===== config.mk =====
export PLATFORM = sky130hd
export DESIGN_NAME = sig_slope_classifier
export DESIGN_NICKNAME = d
export VERILOG_FILES = /design/src/rtl/sig_cls_pkg.sv /design/src/rtl/sig_delta.sv /design/src/rtl/sig_ratio_cmp.sv /design/src/rtl/sig_decide.sv /design/src/rtl/sig_slope_classifier.sv
export SDC_FILE = /design/constraint.sdc
export NUM_CORES = 1
export LEC_CHECK = 0
export ABC_AREA = 0
export BUFFER_PORTS_ARGS = -buffer_cell sky130_fd_sc_hd__buf_2
export CAP_MARGIN = 20
export CELL_PAD_IN_SITES_DETAIL_PLACEMENT = 1
export CELL_PAD_IN_SITES_GLOBAL_PLACEMENT = 1
export CORE_UTILIZATION = 40
export CTS_CLUSTER_DIAMETER = 200
export DETAILED_ROUTE_END_ITERATION = 10
export PLACE_DENSITY_LB_ADDON = 0.05
export SLEW_MARGIN = 5
export SYNTH_ARGS = -nofsm -noshare
export SYNTH_HDL_FRONTEND = slang
export SYNTH_SLANG_ARGS = --single-unit

===== constraint.sdc =====
create_clock -name clk -period 11.3 [get_ports clk]
set_input_delay 1.695 -clock clk [delete_from_list [all_inputs] [get_ports clk]]
set_output_delay 1.695 -clock clk [all_outputs]
set_load 0.03 [all_outputs]

===== src/rtl/sig_cls_pkg.sv =====
// Package: shared category encoding for the slope classifier.
// Assumes 3-bit codes; the values are visible at the block's output port.
package sig_cls_pkg;
    typedef enum logic [2:0] {
        CAT_INVALID  = 3'd0,
        CAT_VALID    = 3'd1,
        CAT_OPEN     = 3'd2,
        CAT_LOW_R    = 3'd3,
        CAT_HIGH_R   = 3'd4,
        CAT_HIGH_CAP = 3'd5,
        CAT_POS_SUP  = 3'd6,
        CAT_NEG_SUP  = 3'd7
    } sig_cat_e;
endpackage


===== src/rtl/sig_delta.sv =====
// sig_delta: forms the voltage and current steps between the two probe points.
// The voltage step is made positive; the current step is given the same orientation.
// It also flags port voltages outside the allowed probe range.
// Assumes unsigned inputs.
module sig_delta #(
    parameter int VW    = 16,
    parameter int IW    = 16,
    parameter int V_MIN = 2800,
    parameter int V_MAX = 10000
) (
    input  logic [VW-1:0] va,
    input  logic [VW-1:0] vb,
    input  logic [IW-1:0] ia,
    input  logic [IW-1:0] ib,
    output logic [VW-1:0] dv_mag,
    output logic [IW-1:0] di_mag,
    output logic          di_pos,
    output logic          v_high,
    output logic          v_low
);
    logic signed [VW:0] dv, dv_neg;
    logic signed [IW:0] di, di_ori;

    // Signed steps, then orient both so that the voltage step is positive.
    always_comb begin
        dv     = $signed({1'b0, vb}) - $signed({1'b0, va});
        dv_neg = -dv;
        di     = $signed({1'b0, ib}) - $signed({1'b0, ia});
        di_ori = dv[VW] ? -di : di;
        dv_mag = dv[VW] ? dv_neg[VW-1:0] : dv[VW-1:0];
        di_mag = di_ori[IW-1:0];
        di_pos = !di_ori[IW] && (di_ori != '0);
    end

    // Probe range check on both voltages.
    always_comb begin
        v_high = (va > VW'(V_MAX)) || (vb > VW'(V_MAX));
        v_low  = (va < VW'(V_MIN)) || (vb < VW'(V_MIN));
    end
endmodule


===== src/rtl/sig_ratio_cmp.sv =====
// sig_ratio_cmp: compares dv/di against a threshold with no divider.
// Test: dv*SCALE against di*THR.
// Assumes di > 0 when the result is used; SCALE and THR fit in TW bits.
module sig_ratio_cmp #(
    parameter int VW    = 16,
    parameter int IW    = 16,
    parameter int TW    = 16,
    parameter int SCALE = 1000,
    parameter int THR   = 190
) (
    input  logic [VW-1:0] dv_mag,
    input  logic [IW-1:0] di_mag,
    output logic          above,
    output logic          below
);
    localparam int PW = ((VW > IW) ? VW : IW) + TW + 1;
    logic [PW-1:0] lhs, rhs;

    // Cross products, then strict comparisons in both directions.
    always_comb begin
        lhs   = PW'(dv_mag) * PW'(SCALE);
        rhs   = PW'(di_mag) * PW'(THR);
        above = lhs > rhs;
        below = lhs < rhs;
    end
endmodule


===== src/rtl/sig_decide.sv =====
// sig_decide: priority resolution from the measurement flags to a category.
// Order, first match wins:
//   supply range, step too small, current slope not positive,
//   capacitance, then resistance.
module sig_decide
    import sig_cls_pkg::*;
(
    input  logic     v_high,
    input  logic     v_low,
    input  logic     step_small,
    input  logic     di_pos,
    input  logic     cap_over,
    input  logic     r_below_acc,
    input  logic     r_above_acc,
    input  logic     r_above_open,
    output sig_cat_e cat
);
    // Fixed-priority category selection.
    always_comb begin
        if (v_high)            cat = CAT_POS_SUP;
        else if (v_low)        cat = CAT_NEG_SUP;
        else if (step_small)   cat = CAT_INVALID;
        else if (!di_pos)      cat = CAT_POS_SUP;
        else if (cap_over)     cat = CAT_HIGH_CAP;
        else if (r_above_open) cat = CAT_OPEN;
        else if (r_above_acc)  cat = CAT_HIGH_R;
        else if (r_below_acc)  cat = CAT_LOW_R;
        else                   cat = CAT_VALID;
    end
endmodule


===== src/rtl/sig_slope_classifier.sv =====
// sig_slope_classifier: top level.
// Steps, cross-multiplied resistance tests and priority decision,
// with the result captured on start_i.
// Resistance thresholds are in 100-ohm units. SCALE makes them line up with
// mV / 10 nA (1 unit = 100 kOhm), so R[100 Ohm] = dv*1000/di.
// Synchronous active-low reset.
module sig_slope_classifier
    import sig_cls_pkg::*;
#(
    parameter int VW       = 16,
    parameter int IW       = 16,
    parameter int TW       = 16,
    parameter int SCALE    = 1000,
    parameter int R_ACC_LO = 190,
    parameter int R_ACC_HI = 265,
    parameter int R_OPEN   = 5000,
    parameter int DV_MIN   = 1000,
    parameter int V_MIN    = 2800,
    parameter int V_MAX    = 10000
) (
    input  logic          clk,
    input  logic          rst_n,
    input  logic          start_i,
    input  logic [VW-1:0] volt_a_i,
    input  logic [VW-1:0] volt_b_i,
    input  logic [IW-1:0] curr_a_i,
    input  logic [IW-1:0] curr_b_i,
    input  logic          cap_std_over_i,
    input  logic          cap_big_over_i,
    input  logic          legacy_cap_en_i,
    output logic [2:0]    cat_o,
    output logic          pd_ok_o
);
    localparam int NTHR = 3;
    localparam int THR_LIST [NTHR] = '{R_ACC_LO, R_ACC_HI, R_OPEN};

    logic [VW-1:0]   dv_mag;
    logic [IW-1:0]   di_mag;
    logic            di_pos, v_high, v_low, step_small, cap_over;
    logic [NTHR-1:0] thr_above, thr_below;
    sig_cat_e        cat_next;

    sig_delta #(.VW(VW), .IW(IW), .V_MIN(V_MIN), .V_MAX(V_MAX)) u_delta (
        .va(volt_a_i), .vb(volt_b_i), .ia(curr_a_i), .ib(curr_b_i),
        .dv_mag(dv_mag), .di_mag(di_mag), .di_pos(di_pos),
        .v_high(v_high), .v_low(v_low)
    );

    for (genvar g = 0; g < NTHR; g++) begin : g_thr
        sig_ratio_cmp #(.VW(VW), .IW(IW), .TW(TW), .SCALE(SCALE), .THR(THR_LIST[g])) u_cmp (
            .dv_mag(dv_mag), .di_mag(di_mag),
            .above(thr_above[g]), .below(thr_below[g])
        );
    end

    // Step-size rule and capacitance limit selection.
    always_comb begin
        step_small = dv_mag < VW'(DV_MIN);
        cap_over   = legacy_cap_en_i ? cap_big_over_i : cap_std_over_i;
    end

    sig_decide u_decide (
        .v_high(v_high), .v_low(v_low), .step_small(step_small), .di_pos(di_pos),
        .cap_over(cap_over), .r_below_acc(thr_below[0]), .r_above_acc(thr_above[1]),
        .r_above_open(thr_above[2]), .cat(cat_next)
    );

    // Result register: loads on start_i, holds otherwise.
    always_ff @(posedge clk) begin
        if (!rst_n) begin
            cat_o   <= CAT_INVALID;
            pd_ok_o <= 1'b0;
        end else if (start_i) begin
            cat_o   <= cat_next;
            pd_ok_o <= (cat_next == CAT_VALID);
        end
    end
endmodule


After elaboration in Yosys (flattened, before gate mapping)
Cells that the tools add are included.

storage, ports and cells
  flip-flop bits (word level) = 4
  input port bits = 70
  output and inout bits = 4
  word-level logic and storage cells = 35

cells by class
  add/subtract/negate cells = 4
  multipliers = 4
  magnitude comparators = 8
  equality and inequality tests = 1
  mux-type cells = 11
  reduce and logical (&&, ||, !) cells = 5

operators by type and width
  operator                                                                         number
  16-bit by 7-bit multiplier with 23-bit output (second input constant)            2
  16-bit by 16-bit subtractor with 17-bit output                                   2
  16-bit by 14-bit > comparator with 1-bit output (second input constant)          2
  16-bit by 12-bit less-than comparator with 1-bit output (second input constant)  2
  26-bit by 29-bit > comparator with 1-bit output                                  1
  26-bit by 25-bit > comparator with 1-bit output                                  1
  26-bit by 24-bit less-than comparator with 1-bit output                          1
  16-bit by 10-bit multiplier with 26-bit output (second input constant)           1
  16-bit by 9-bit multiplier with 25-bit output (second input constant)            1
  3-bit two-way mux                                                                7
  17-bit two-way mux                                                               1
  17-bit negation                                                                  1
  17-bit nonzero test                                                              1
  16-bit by 10-bit less-than comparator with 1-bit output (second input constant)  1
  16-bit two-way mux                                                               1
  16-bit negation                                                                  1
  3-bit by 1-bit == test with 1-bit output (second input constant)                 1
  1-bit logical OR                                                                 2
  2-bit two-way mux                                                                1
  1-bit logical AND                                                                1
  1-bit logical NOT                                                                1
  1-bit two-way mux                                                                1

Depth between registers and ports, before layout
  depth after elaboration = 14
  mapped depth = 44
  mapped depth without buffers = 43

By module
Synthesis repeated with hierarchy kept, for this count alone.

unflattened totals
  cells, all modules = 2,274
  area, all modules = 19,580.0 um2

modules (own cells, without submodules)
  module                          instances  cells an instance  area an instance (um2)  seq. area each (um2)
  sig_ratio_cmp (g_thr[0].u_cmp)  1          666                6,033.3                 0.0
  sig_ratio_cmp (g_thr[2].u_cmp)  1          641                5,695.5                 0.0
  sig_ratio_cmp (g_thr[1].u_cmp)  1          541                4,797.1                 0.0
  sig_delta                       1          395                2,785.2                 0.0
  sig_slope_classifier            1          19                 202.7                   80.1
  sig_decide                      1          12                 66.3                    0.0

Least setup slack after synthesis
OpenSTA, ideal clock, no wires.

  path kind = input -> register
  start = in volt_a_i[8]
  end = reg cat_o[1]
  library setup time = 78 ps
  arrival = 10,266 ps
  data required time = 11,222 ps
  setup slack = 957 ps
  stages on the path = 36
  path buffers = 2
  path through = inv_1 ha_1 a211o_1 a21o_1 or2_0 o21ai_0 a21o_2 clkbuf_1 clkbuf_1 nand2_1 xnor2_1 inv_1 fa_1 fa_1 inv_1 fa_1 inv_1 fa_1 inv_1 ha_1 or3_1 a221oi_1 o31a_1 a21oi_1 a41o_1 o41ai_1 o21bai_1 a21oi_1 xnor2_1 ha_1 and4_1 o2111ai_1 nor4bb_1 a21boi_0 o2111a_1 nor3_1

on the way
  cells in the longest elaborated chain, start to end = 13
  elaborated cells on any way between the ends = 27
  classes of those cells = add/sub (2); mul (4); order compare (6); mux (10); reduce/logical (5)

ends and longest elaborated chain
  element                                                  RTL line                    text
  from (decl)                                              sig_slope_classifier.sv:24  input logic [VW-1:0] volt_a_i,
  16-bit by 16-bit subtractor with 17-bit output           sig_delta.sv:26             dv = $signed({1'b0, vb}) - $signed({1'b0, va});
  16-bit negation                                          sig_delta.sv:27             dv_neg = -dv;
  16-bit two-way mux                                       sig_delta.sv:30             dv_mag = dv[VW] ? dv_neg[VW-1:0] : dv[VW-1:0];
  16-bit by 7-bit multiplier with 23-bit output            sig_ratio_cmp.sv:21         lhs = PW'(dv_mag) * PW'(SCALE);
  26-bit by 24-bit less-than comparator with 1-bit output  sig_ratio_cmp.sv:24         below = lhs < rhs;
  2-bit two-way mux                                        sig_decide.sv:27            else if (r_below_acc) cat = CAT_LOW_R;
  3-bit two-way mux                                        sig_decide.sv:26            else if (r_above_acc) cat = CAT_HIGH_R;
  3-bit two-way mux                                        sig_decide.sv:25            else if (r_above_open) cat = CAT_OPEN;
  3-bit two-way mux                                        sig_decide.sv:24            else if (cap_over) cat = CAT_HIGH_CAP;
  3-bit two-way mux                                        sig_decide.sv:23            else if (!di_pos) cat = CAT_POS_SUP;
  3-bit two-way mux                                        sig_decide.sv:22            else if (step_small) cat = CAT_INVALID;
  3-bit two-way mux                                        sig_decide.sv:21            else if (v_low) cat = CAT_NEG_SUP;
  3-bit two-way mux (*)                                    sig_decide.sv:20            if (v_high) cat = CAT_POS_SUP;
  to (signal assigned)                                     sig_slope_classifier.sv:74  cat_o <= cat_next;
  to (decl)                                                sig_slope_classifier.sv:31  output logic [2:0] cat_o,

Every way passes the cells marked *; elsewhere a longest branch is shown, timed or not.
A chain may end at the register's enable or synchronous reset.

Final worst setup path
  start = in volt_a_i[0]
  end = reg cat_o[1]

The elaborated chain is that of the path after synthesis.

==> flow_summary.ini <==
[outcome]
run_status = complete, no violations

[clocking]
cts_inserted_buffers = 3
clk_path_buf_depth = 2
post_cts_hold_buffer_count = 0
worstSkewPairLatency_ps = 220
htreeDepth = 1
num_clock_sinks = 4
clock_tree.root_cell = clkbuf_16
clock_tree_from_tritoncts = yes
clk_transition_reported_paths_ps = 30

[setup_path]
crit-reg2reg-capture = cat_o[2]$_SDFFE_PN0P_
setup.reg_to_reg.worst_slack_ps = 10530
crit_arrival_ps = 10900
path_common_cell = fa_1
worst-r2r-cell-count = 2
critPathBufInv = 6
critical-path-slowest-cell = fa_1
worst-path-max-fanout = 10
crit_required_ps = 11440
setup.worst_path.end_class = register
crit-reg2reg-launch = cat_o[2]$_SDFFE_PN0P_
critical_path.startpoint_type = input pin
startpoint = volt_a_i[0]
worst_path_dominant_cell_family = adder cells
timing.setup.critical_path_class = in2reg
worst_path_largest_cell_delay_ps = 540

[hold_path]
hold_start = pd_ok_o$_SDFFE_PN0P_
timing.hold.worst.class = reg2reg
hold_end = pd_ok_o$_SDFFE_PN0P_
hold_path_depth = 2

[grt]
grt_start_max_net_pins = 18
grt_remaining_overflow = 0
grt_pass1_vias = 12000
wire_length_of_the_first_global_routing_pass_um = 62000
grt_antenna_before_repair = 0
global_route.usage.total_pct = 22.7

[floorplan]
initial_core_util_pct = 40.6
die_w_um = 186
core-area_um2 = 33400
num_rows = 67
design.portCount = 74
design.die.area_um2 = 34700
dieHeight_um = 186

[routing]
first_iter_violations = 324
wl_per_cell_um = 17.3
drt_first_pass_iters = 4
num_vias = 11600
drtAntennaViolNets = 0
viasPerCell = 5.25
drt_drc_violations_left = 0
totalWireLength_um = 38100

[timing]
fmax_ghz = 0.0929
slew-limit-headroom_pct = 46.9
setup_total_negative_slack_ps = 0
final_max_slew_viol_count = 0
setup_viol = 0
count_of_final_hold_check_violations = 0
unrepaired_setup_endpoints_after_global_routing = false
worst_pin_slew_ps = 786
post-route-min-period_ps = 10760
skew_ps = 0
final.period_utilization_pct = 95.2

[placement]
finalWeightedCongestion = 0.840
port_buffers = 73
post-dp-hpwl_um = 34400

[synth]
yosysMostFrequentCell = inv_1
synth.lib_cells_used.distinct = 86
yosys_register_bits = 4
number_of_instances_in_the_synthesized_netlist = 1649
synth.avg_cell_area_um2 = 8.23
ys_top_cells_by_area = ha_1, fa_1, inv_1, xnor2_1, a21oi_1
synth_commonest_cells = inv_1, ha_1, fa_1, a21oi_1, nor2_1
ys_seq_area_share_pct = 0.590
netlist.top_cell.by_area = ha_1
synth_top_flop_cell = dfxtp_1
synth.net_count = 2188
synth_largest_type_area_fraction_pct = 31.0
synth_async_sr_flop_share_pct = 0
mappedNetlistArea_um2 = 13600
synth_edf_count = 0
yosysWarningCount = 0

[finish]
areaGrowthSynthToFinish_pct = 9.61
post_route_cells_drive_above_1_share_pct = 8.71
nFillCells = 4078
multi_input_comb_area_um2 = 12100
nNetsFinal = 2298
regArea_um2 = 80.1
n_antenna_cell = 0

[job]
drv_cap = 0
==> timing repair <==
action,4_1_cts,5_1_grt
gates resized for setup,0,8
setup endpoints to repair,0,4
buffers inserted,0,0
==> placed cells by master, fill, tap and decap left out, types with 5 or more instances in the layout <==
cell,instances
buf_4,39
xnor2_1,71
nor2b_1,14
o41a_1,5
o21bai_1,9
nor2_1,87
and3_1,6
o31ai_1,9
o2111ai_1,6
nor4_1,8
a21boi_0,6
nand2_1,51
xor2_1,49
o211ai_1,6
a31oi_1,6
o41ai_1,12
a21oi_1,90
xnor2_2,5
a21o_1,45
and2_1,8
nor3_1,23
nand2b_1,25
o21ai_0,68
nand4_1,17
inv_1,376
buf_2,73
ha_1,336
o21a_1,17
o31a_1,7
fa_1,133
nand3_1,30
or3_1,11
a211oi_1,8
==> per-stage QoR <==
step                      hold WS [ps]  cells  cell area, um2  utilization [%]  setup slack [ps]
after global routing               502   2205           14900             44.5              17.2
after CTS                          474   2205           14800             44.3               278
after global placement             460   2202           14700             44.1               359
after floorplan                    573   1649           13600                -               957
final                              470   2205           14900             44.5               539
after detailed placement           467   2202           14700             44.1              77.4
==> layout make-up <==
class / count / share of cell area, %
Clock buffer: 3 / 0.505
Inverter: 376 / 9.49
Multi-Input combinational cell: 1262 / 81.3
Sequential cell: 4 / 0.539
Tap cell: 448 / 3.77
Timing Repair Buffer: 112 / 4.43
==> flip-flops by register name, indices dropped and copies added (netlist names) <==
name	flops
pd_ok_o	1
cat_o	3
==> how the worst max path moves through the flow <==
| stage | endpoint | slack [ps] | cells after the start |
|---|---|---|---|
| 4_1_cts | cat_o[1]$_SDFFE_PN0P_ | 280 | 36 |
| 2_1_floorplan | cat_o[1]$_SDFFE_PN0P_ | 960 | 36 |
| 5_1_grt | cat_o[1]$_SDFFE_PN0P_ | 20 | 37 |
| 3_5_place_dp | cat_o[1]$_SDFFE_PN0P_ | 80 | 36 |
| 3_3_place_gp | cat_o[1]$_SDFFE_PN0P_ | 360 | 37 |
| 6_report | cat_o[1]$_SDFFE_PN0P_ | 540 | 36 |
==> metal layers <==
metal,global-route usage (%),routed length [um],vias up
met1,31.0,18600,5653
met4,2.98,556,0
met5,0,0,-
met3,0.331,274,20
met2,41.0,18600,69
li1,-,-,5824
==> tightest hold or removal path: cells and delay by family (launching register included) <==
kind,cells,cell delay (ps)
DFF,1,310
and+or+nand+nor,1,60
AOI/OAI and AO/OA,1,50
==> logic make-up (layout without fill, tap and decap cells) <==
logic type,Yosys count,after routing,synth area share (%)
fa+ha+maj,470,470,50.7
buf+inv,383,491,10.7
compound gates,350,350,17.6
simple gates,309,309,11.7
xor+xnor,125,125,8.13
mux,8,8,0.627
flops,4,4,0.590
Power is left out: the tool's default activity adds up to more than one toggle a clock period on the data nets, which glitch-free logic cannot reach.
